**src/rtl/pht_pkg.sv**
```systemverilog
// Package: shared constants and the line-count helper for the page hotness tracker.
// Assumes a fixed page geometry of 2**LINE_IDX_W lines per page.
package pht_pkg;
    localparam int LINE_IDX_W = 6;
    localparam int LINES      = 1 << LINE_IDX_W;
    localparam int UNIQ_W     = LINE_IDX_W + 1;
    localparam int UTHR_W     = LINE_IDX_W + 2;

    // Count the touched lines in a page bitmap.
    function automatic logic [UNIQ_W-1:0] count_lines(input logic [LINES-1:0] map);
        logic [UNIQ_W-1:0] n;
        n = '0;
        for (int i = 0; i < LINES; i++) begin
            n = n + UNIQ_W'(map[i]);
        end
        return n;
    endfunction
endpackage

```
**src/rtl/pht_entry.sv**
```systemverilog
// Module: one table entry holding a page tag, its saturating access count and
// its touched-line bitmap. The owner computes the next contents; the entry
// stores them when wr_i is high. Assumes wr_i is one-hot across entries.
module pht_entry
    import pht_pkg::*;
#(
    parameter int PAGE_W = 28,
    parameter int CNT_W  = 8
) (
    input  logic              clk,
    input  logic              rst_n,
    input  logic              wr_i,
    input  logic              wr_valid_i,
    input  logic [PAGE_W-1:0] wr_page_i,
    input  logic [CNT_W-1:0]  wr_cnt_i,
    input  logic [LINES-1:0]  wr_map_i,
    output logic              valid_o,
    output logic [PAGE_W-1:0] page_o,
    output logic [CNT_W-1:0]  cnt_o,
    output logic [LINES-1:0]  map_o
);
    localparam logic [CNT_W-1:0] CNT_MAX = {CNT_W{1'b1}};

    // Store the new contents on a write; clear on reset.
    always_ff @(posedge clk) begin
        if (!rst_n) begin
            valid_o <= 1'b0;
            page_o  <= '0;
            cnt_o   <= '0;
            map_o   <= '0;
        end else if (wr_i) begin
            valid_o <= wr_valid_i;
            page_o  <= wr_page_i;
            cnt_o   <= wr_cnt_i;
            map_o   <= wr_map_i;
        end
    end

    // a saturated entry that is updated for the same page stays saturated.
    assert_cnt_saturates_R5: assert property (@(posedge clk) disable iff (!rst_n)
        (wr_i && wr_valid_i && valid_o && wr_page_i == page_o && cnt_o == CNT_MAX)
        |=> (cnt_o == CNT_MAX));
endmodule

```
**src/rtl/pht_lru.sv**
```systemverilog
// Module: recency ranks for the table. Every entry holds a distinct rank;
// rank 0 is the most recent and rank ENTRIES-1 marks the victim. Assumes
// ranks start as a permutation (set at reset) and a touch keeps them one.
module pht_lru #(
    parameter int ENTRIES = 16,
    parameter int IDX_W   = $clog2(ENTRIES)
) (
    input  logic             clk,
    input  logic             rst_n,
    input  logic             touch_i,
    input  logic [IDX_W-1:0] touch_idx_i,
    output logic [IDX_W-1:0] victim_idx_o
);
    logic [IDX_W-1:0] rank [ENTRIES];
    logic [ENTRIES-1:0] victim_vec;
    logic [IDX_W-1:0] touched_rank;

    // Look up the rank of the entry being touched.
    always_comb touched_rank = rank[touch_idx_i];

    // Promote the touched entry and age those that were more recent.
    always_ff @(posedge clk) begin
        if (!rst_n) begin
            for (int i = 0; i < ENTRIES; i++) rank[i] <= IDX_W'(i);
        end else if (touch_i) begin
            for (int i = 0; i < ENTRIES; i++) begin
                if (IDX_W'(i) == touch_idx_i)  rank[i] <= '0;
                else if (rank[i] < touched_rank) rank[i] <= rank[i] + 1'b1;
            end
        end
    end

    // Flag and encode the oldest entry.
    always_comb begin
        victim_idx_o = '0;
        for (int i = 0; i < ENTRIES; i++) begin
            victim_vec[i] = (rank[i] == IDX_W'(ENTRIES - 1));
            if (victim_vec[i]) victim_idx_o = IDX_W'(i);
        end
    end

    // exactly one entry is oldest at all times.
    assert_single_victim_R7: assert property (@(posedge clk) disable iff (!rst_n)
        $countones(victim_vec) == 1);
endmodule

```
**src/rtl/page_hotness_tracker.sv**
```systemverilog
// Module: top of the page hotness tracker. Matches each demand line access
// against the table, updates or allocates an entry, and raises a registered
// prefetch pulse when both thresholds are met. Assumes at most one access
// per cycle, with thresholds read live from the configuration inputs.
module page_hotness_tracker
    import pht_pkg::*;
#(
    parameter int LINE_ADDR_W = 34,
    parameter int ENTRIES     = 16,
    parameter int CNT_W       = 8
) (
    input  logic                          clk,
    input  logic                          rst_n,
    input  logic                          req_valid,
    input  logic [LINE_ADDR_W-1:0]        req_line_addr,
    input  logic [CNT_W-1:0]              cfg_total_thr,
    input  logic [UTHR_W-1:0]             cfg_unique_thr,
    output logic                          pf_valid,
    output logic [LINE_ADDR_W-LINE_IDX_W-1:0] pf_page
);
    localparam int PAGE_W = LINE_ADDR_W - LINE_IDX_W;
    localparam int IDX_W  = $clog2(ENTRIES);
    localparam logic [CNT_W-1:0] CNT_MAX = {CNT_W{1'b1}};

    logic [PAGE_W-1:0]     req_page;
    logic [LINE_IDX_W-1:0] req_line;
    logic                  ent_valid [ENTRIES];
    logic [PAGE_W-1:0]     ent_page  [ENTRIES];
    logic [CNT_W-1:0]      ent_cnt   [ENTRIES];
    logic [LINES-1:0]      ent_map   [ENTRIES];
    logic [ENTRIES-1:0]    hit_vec;
    logic [ENTRIES-1:0]    ent_wr;
    logic                  hit, has_free;
    logic [IDX_W-1:0]      hit_idx, free_idx, victim_idx, sel_idx;
    logic [CNT_W-1:0]      cur_cnt, new_cnt;
    logic [LINES-1:0]      cur_map, new_map;
    logic [UNIQ_W-1:0]     new_uniq;
    logic                  fire;

    // Split the line address into page number and line index.
    always_comb begin
        req_page = req_line_addr[LINE_ADDR_W-1:LINE_IDX_W];
        req_line = req_line_addr[LINE_IDX_W-1:0];
    end

    // Compare the page tag against every entry and find a free slot.
    always_comb begin
        hit_idx  = '0;
        free_idx = '0;
        has_free = 1'b0;
        for (int i = ENTRIES - 1; i >= 0; i--) begin
            hit_vec[i] = ent_valid[i] && (ent_page[i] == req_page);
            if (hit_vec[i]) hit_idx = IDX_W'(i);
            if (!ent_valid[i]) begin
                free_idx = IDX_W'(i);
                has_free = 1'b1;
            end
        end
        hit = |hit_vec;
    end

    // Choose the entry this access updates and form its next history.
    always_comb begin
        sel_idx  = hit ? hit_idx : (has_free ? free_idx : victim_idx);
        cur_cnt  = hit ? ent_cnt[hit_idx] : '0;
        cur_map  = hit ? ent_map[hit_idx] : '0;
        new_cnt  = (cur_cnt == CNT_MAX) ? cur_cnt : cur_cnt + 1'b1;
        new_map  = cur_map | (LINES'(1) << req_line);
        new_uniq = count_lines(new_map);
        fire     = req_valid && (new_cnt >= cfg_total_thr)
                   && ({1'b0, new_uniq} >= cfg_unique_thr);
    end

    // Write enable for the selected entry only.
    always_comb begin
        for (int i = 0; i < ENTRIES; i++) ent_wr[i] = req_valid && (sel_idx == IDX_W'(i));
    end

    for (genvar g = 0; g < ENTRIES; g++) begin : g_entry
        pht_entry #(.PAGE_W(PAGE_W), .CNT_W(CNT_W)) u_entry (
            .clk        (clk),
            .rst_n      (rst_n),
            .wr_i       (ent_wr[g]),
            .wr_valid_i (!fire),
            .wr_page_i  (req_page),
            .wr_cnt_i   (new_cnt),
            .wr_map_i   (new_map),
            .valid_o    (ent_valid[g]),
            .page_o     (ent_page[g]),
            .cnt_o      (ent_cnt[g]),
            .map_o      (ent_map[g])
        );
    end

    pht_lru #(.ENTRIES(ENTRIES), .IDX_W(IDX_W)) u_lru (
        .clk          (clk),
        .rst_n        (rst_n),
        .touch_i      (req_valid && !fire),
        .touch_idx_i  (sel_idx),
        .victim_idx_o (victim_idx)
    );

    // Register the prefetch request.
    always_ff @(posedge clk) begin
        if (!rst_n) begin
            pf_valid <= 1'b0;
            pf_page  <= '0;
        end else begin
            pf_valid <= fire;
            pf_page  <= req_page;
        end
    end

    // a prefetch pulse always follows an accepted access.
    assert_pulse_after_access_R3: assert property (@(posedge clk) disable iff (!rst_n)
        pf_valid |-> $past(req_valid));
    // an idle cycle produces no prefetch.
    assert_idle_no_prefetch_R9: assert property (@(posedge clk) disable iff (!rst_n)
        !req_valid |=> !pf_valid);
    // an unreachable distinct-line threshold blocks every prefetch.
    assert_unique_disable_R8: assert property (@(posedge clk) disable iff (!rst_n)
        (req_valid && cfg_unique_thr > UTHR_W'(LINES)) |=> !pf_valid);
    // a page tag is held by at most one entry.
    assert_unique_tag_R7: assert property (@(posedge clk) disable iff (!rst_n)
        $onehot0(hit_vec));
endmodule

```
**config.mk**
```make
export PLATFORM = sky130hd
export DESIGN_NAME = page_hotness_tracker
export DESIGN_NICKNAME = d
export VERILOG_FILES = /design/src/rtl/pht_pkg.sv /design/src/rtl/pht_entry.sv /design/src/rtl/pht_lru.sv /design/src/rtl/page_hotness_tracker.sv
export SDC_FILE = /design/constraint.sdc
export NUM_CORES = 2
export LEC_CHECK = 0
export CAP_MARGIN = 20
export CORE_MARGIN = 2
export CORE_UTILIZATION = 51
export DETAILED_ROUTE_END_ITERATION = 8
export HOLD_SLACK_MARGIN = 0.03
export PLACE_DENSITY = 0.75
export SLEW_MARGIN = 20
export SYNTH_ARGS = -nofsm -noshare
export SYNTH_HDL_FRONTEND = slang
export SYNTH_SLANG_ARGS = --single-unit
```
**constraint.sdc**
```tcl
create_clock -name clk -period 19 [get_ports clk]
set_clock_uncertainty 0.2 [all_clocks]
set_input_delay 3.8 -clock clk [delete_from_list [all_inputs] [get_ports clk]]
set_output_delay 3.8 -clock clk [all_outputs]
set_load 0.05 [all_outputs]
```
# == Yosys cells after proc, flatten, opt, wreduce, memory -nomap -nowiden ==
# Memory sizes are Yosys's and may differ from the RTL's.
# Cells that the tools add are included.
# classes
bitwise_logic,34
add_sub_neg,80
n_shift,1
n_eq_ne,62
order_cmp,19
n_mux,251
n_reduce_logical,38
# ops
op,count
$eq A28 B28 Y1,16
$add A7 B1 Y7,57
$mux W4,74
$bmux W64 S4,1
$mux W64,3
$mux W1,162
$eq A4 B4 Y1 const B,23
$add A4 B1 Y4 const B,16
$lt A4 B4 Y1,16
$or A64 B64 Y64,1
$shl A1 B6 Y64 const A,1
$logic_and A1 B1 Y1,35
$bmux W8 S4,1
$eq A4 B4 Y1 const A,8
$mux W8,4
$or A1 B1 Y1,32
$eq A3 B4 Y1 const A,4
$eq A4 B3 Y1 const B,4
$reduce_or A16 Y1,1
$mux W3,4
$add A8 B1 Y8 const B,1
$eq A2 B4 Y1 const A,2
$eq A4 B2 Y1 const B,2
$eq A8 B8 Y1 const B,1
15 further kinds,16
# totals
n_memories,1
reg_bits,1645
ram_bits,64
wordCells,552
# memory_table
memory,words,word_bits,rd,rd_clocked_by_memory_dff,write_ports,line,rtl
u_lru.rank,16,4,17,0,16,pht_lru.sv:14,logic [IDX_W-1:0] rank [ENTRIES];

# == Logic depth before layout (Yosys ltp) ==
# logic_depth
depth_word,96
depth_mapped,52
ltp_nobuf,44

# == Modules after synthesis ==
# From an unflattened synthesis, not the netlist that was laid out.
# unflattened
hier_cells,8808
area_unflattened_um2,90436.7
# modules_own_cells
module,area_each_um2,instances,cells_per_inst,seq_area_each_um2
pht_entry,3906.2,16,325,2021.9
page_hotness_tracker,21974.8,1,3008,580.6
pht_lru,5962.0,1,600,1921.8

# == Worst setup path before layout ==
# No wires, ideal clock.
# synth_path
path_type,input to register
start,input req_line_addr[18]
end,"memory u_lru.rank[4][0] (netlist name), enable pin"
stages,48
t_required_ns,18.487
arrival_time_ns,15.485
path_slack_ns,3.001
cell_sequence,buf_2 buf_2 buf_2 xnor2_1 nand4_1 nor4_1 nand2_1 and3_1 a221oi_1 o22a_1 buf_2 buf_2 buf_4 buf_2 buf_2 mux2i_1 nand2_1 o21ai_0 [12 not listed] fa_1 inv_1 ha_1 fa_1 ha_1 a21o_1 a21o_1 a21o_1 a21o_1 a21o_1 a21oi_1 nor3_1 and2_0 nor3_1 clkbuf_1 nand2_1 o41ai_2 nand3b_1
# synth_lines
item,line,rtl
"start, declared",page_hotness_tracker.sv:15,"input logic [LINE_ADDR_W-1:0] req_line_addr,"
"end, declared",pht_lru.sv:14,

==> summary.json <==
{
  "route.final.wire_length": {"value": 273000, "unit": "um"},
  "drc": {"value": 0},
  "ys_top_cells_by_count": {"value": "1829 x sky130_fd_sc_hd__nand2_1, 1645 x sky130_fd_sc_hd__dfxtp_1, 1137 x sky130_fd_sc_hd__nor2_1, 1134 x sky130_fd_sc_hd__a211oi_1, 770 x sky130_fd_sc_hd__a21oi_1"},
  "pin_count": {"value": 82},
  "initial_utilization": {"value": 51.4, "unit": "%"},
  "vdd_drop_max": {"value": 96.8, "unit": "uV"},
  "synth-main-ff-cell": {"value": "sky130_fd_sc_hd__dfxtp_1"},
  "syn-cell-area": {"value": 81500, "unit": "um2"},
  "cell_type_of_the_slowest_stage_on_the_worst_timing_path": {"value": "sky130_fd_sc_hd__nor4_1"},
  "dieWidth": {"value": 404, "unit": "um"},
  "synth_edf_count": {"value": 64},
  "area_growth": {"value": 9.33, "unit": "%"},
  "maximum_number_of_pins_on_one_net_before_global_route_repair": {"value": 237},
  "wl_per_cell": {"value": 23.1, "unit": "um"},
  "critPathKind": {"value": "primary input to flop"},
  "timing.final.max_slew_violations": {"value": 0},
  "final_nets": {"value": 9817},
  "placementRows": {"value": 146},
  "io_buffer_count": {"value": 81},
  "synth_top_area_cell": {"value": "sky130_fd_sc_hd__dfxtp_1"},
  "die_area": {"value": 163000, "unit": "um2"},
  "fp.dieH": {"value": 404, "unit": "um"},
  "asyncSetResetFlopFracSynth": {"value": 0, "unit": "%"},
  "largest_stage_delay_on_the_critical_path": {"value": 0.96, "unit": "ns"},
  "instances_no_fill": {"value": 11800},
  "cts_htree_levels": {"value": 4},
  "drive_gt1_share": {"value": 6.98, "unit": "%"},
  "place_congestion": {"value": 0.971},
  "synth.top_cell.area_share": {"value": 40.4, "unit": "%"},
  "post-cts-setup-buffers": {"value": 0},
  "rsz0062_at_grt": {"value": "no"},
  "cts-buffers-inserted": {"value": 176},
  "grt_remaining_overflow": {"value": 0},
  "fin_crit_period": {"value": 17.19, "unit": "ns"},
  "cp_data_arrival_time": {"value": 17.50, "unit": "ns"},
  "groute.usage.overall": {"value": 32.5, "unit": "%"},
  "drt-pass1-iter-count": {"value": 9},
  "grt_first_pass_wirelength": {"value": 417000, "unit": "um"},
  "finalCritPeriodShare": {"value": 90.5, "unit": "%"},
  "number_of_instances_in_the_synthesized_netlist": {"value": 10100},
  "maximum_clock_rate": {"value": 58.2, "unit": "MHz"},
  "critical_path.endpoint_type": {"value": "flop"},
  "syn-mean-instance-area": {"value": 8.09, "unit": "um2"},
  "via_per_inst": {"value": 6.21},
  "cts_sinks": {"value": 1709},
  "cts.hold.buffers_added": {"value": 0},
  "critPathMaxFanout": {"value": 57},
  "core_area": {"value": 159000, "unit": "um2"},
  "synthMostInstantiatedCell": {"value": "sky130_fd_sc_hd__nand2_1"},
  "outcome": {"value": "complete, no violations"},
  "cp.buffers_inverters": {"value": 4},
  "maxCapViolCount": {"value": 0},
  "clock_tree.buffer_depth": {"value": 3},
  "seq_area_frac_synth": {"value": 42.8, "unit": "%"},
  "max_slew_margin": {"value": 16.8, "unit": "%"},
  "via_count_of_the_first_global_routing_pass": {"value": 69600},
  "worst_hold_path_type": {"value": "flop to flop"},
  "worstPathRequired": {"value": 19.31, "unit": "ns"},
  "routed-via-count": {"value": 73500},
  "cts_root_buffer": {"value": "sky130_fd_sc_hd__clkbuf_16"},
  "synthDistinctLibCells": {"value": 86},
  "cts.reportedPaths.clkPinSlew": {"value": 0.06, "unit": "ns"},
  "insertion_delay": {"value": 0.82, "unit": "ns"},
  "drt-initial-drc-count": {"value": 8412},
  "number_of_warning_messages_in_the_yosys_log": {"value": 0},
  "final_antenna_net_count": {"value": 0},
  "total_leakage_power": {"value": 31.1, "unit": "nW"},
  "dominant_cells_by_area_after_synthesis": {"value": "sky130_fd_sc_hd__dfxtp_1 40%, sky130_fd_sc_hd__a211oi_1 10%, sky130_fd_sc_hd__nand2_1 8.4%"},
  "tightestPinTransition": {"value": 1.25, "unit": "ns"},
  "syn_nets": {"value": 10300},
  "report.final.setup_viol": {"value": 0},
  "final-hold-violation-count": {"value": 0},
  "setup-tns-final": {"value": 0, "unit": "ns"},
  "cts_resized": {"value": 0},
  "antenna_violations_before_repair": {"value": 5},
  "yosys_register_bits": {"value": 1709},
  "dp_cells": {"value": 11500},
  "detailed_place_hpwl": {"value": 161000, "unit": "um"},
  "path_delay_family": {"value": "adder cells"},
  "timing.critical_path.from_type": {"value": "primary input"},
  "cts_tree": {"value": "done"},
  "path_common_cell": {"value": "sky130_fd_sc_hd__fa_1"},
  "power_density": {"value": 87.1, "unit": "nW/um2"}
}
cell type report:
type / count / area (um2)
antenna: 2 / 5.00
clock buffer: 260 / 5170
sequential: 1709 / 34900
tap: 2072 / 2590
clock inverter: 58 / 628
multi-input combinational: 7272 / 42500
inverter: 134 / 510
timing repair buffer: 322 / 2840
fill: 14200 / 69500
logic make-up after synthesis:
group                      count (synthesis)  synth area share, %
buffers and inverters                   1093                 5.48
DFF                                     1709                 42.8
adders and majority gates                149                 2.79
xor gates and xnor gates                 481                 5.17
and+or+nand+nor                         3915                 20.7
muxes                                    283                 3.52
AOI/OAI and AO/OA                       2444                 19.6
routing by layer:
metal	routed length (um)	GRT usage, %
met1	110000	42.4
met2	123000	51.8
met3	24400	5.09
met4	15700	17.5
met5	9	0
tightest hold or removal path, cell delays in order, from the launching register on:
cell	delay (ns)
sky130_fd_sc_hd__dfxtp_1	0.31
sky130_fd_sc_hd__nand2_1	0.05
sky130_fd_sc_hd__a21oi_1	0.05
registers in the layout, indices dropped and copies added, names as in the netlist:
register,flops
g_entry.u_entry.map_o,1024
g_entry.u_entry.page_o,448
g_entry.u_entry.cnt_o,128
u_lru.rank,64
pf_page,28
g_entry.u_entry.valid_o,16
pf_valid,1
power by group:
| part | internal (mW) | switching, mW |
|---|---|---|
| registers | 3.66 | 0.0426 |
| clock network | 2.01 | 1.51 |
| logic | 0.175 | 0.369 |
stage by stage:
step           total power [mW]  setup WS (ns)  cell area [um2]  utilization, %  hold WS, ns
6_report                   7.76           1.81            89100            56.2        0.254
5_1_grt                    7.99           1.31            89100            56.2        0.273
4_1_cts                    7.77           2.15            89100            56.2        0.254
3_5_place_dp               4.31           1.34            83200            52.5        0.245
3_3_place_gp               4.30           1.51            83200            52.5        0.237
2_1_floorplan              4.14           3.00            81500               -        0.231
placed cells by master (no fill, tap or decap), types with 20 or more instances in the layout:
cell type / n
sky130_fd_sc_hd__clkdlybuf4s50_1: 52
sky130_fd_sc_hd__edfxtp_1: 64
sky130_fd_sc_hd__or2_2: 20
sky130_fd_sc_hd__a21oi_1: 770
sky130_fd_sc_hd__fa_1: 54
sky130_fd_sc_hd__nor2_1: 1119
sky130_fd_sc_hd__nand4_1: 164
sky130_fd_sc_hd__o21ai_0: 203
sky130_fd_sc_hd__xnor2_1: 348
sky130_fd_sc_hd__inv_1: 131
sky130_fd_sc_hd__clkinv_2: 26
sky130_fd_sc_hd__and3_1: 105
sky130_fd_sc_hd__mux2_2: 28
sky130_fd_sc_hd__and2_1: 121
sky130_fd_sc_hd__ha_1: 95
sky130_fd_sc_hd__nand2b_1: 31
sky130_fd_sc_hd__nor3_1: 21
sky130_fd_sc_hd__dfxtp_1: 1645
sky130_fd_sc_hd__a31oi_1: 45
sky130_fd_sc_hd__buf_2: 28
sky130_fd_sc_hd__o211ai_1: 32
sky130_fd_sc_hd__nand2_1: 1824
sky130_fd_sc_hd__buf_12: 27
sky130_fd_sc_hd__a211oi_1: 1134
sky130_fd_sc_hd__clkbuf_16: 180
sky130_fd_sc_hd__mux2i_1: 254
sky130_fd_sc_hd__xor2_1: 133
sky130_fd_sc_hd__clkbuf_8: 37
sky130_fd_sc_hd__o22ai_1: 94
sky130_fd_sc_hd__nand3_1: 287
sky130_fd_sc_hd__a31o_2: 25
sky130_fd_sc_hd__clkbuf_1: 43
sky130_fd_sc_hd__nor4_1: 72
sky130_fd_sc_hd__buf_4: 212
final timing paths:
kind	slack [ns]	cells past startpoint	from	to
hold / removal	0.25	2	g_entry[14].u_entry.map_o[57]	g_entry[14].u_entry.map_o[57]
hold reg to reg	0.25	2	g_entry[14].u_entry.map_o[57]	g_entry[14].u_entry.map_o[57]
setup reg to reg	4.88	36	g_entry[9].u_entry.page_o[7]	u_lru.rank[0][2]
setup / recovery	1.81	37	req_line_addr[13]	u_lru.rank[0][2]
(Power assumes the default switching activity.)
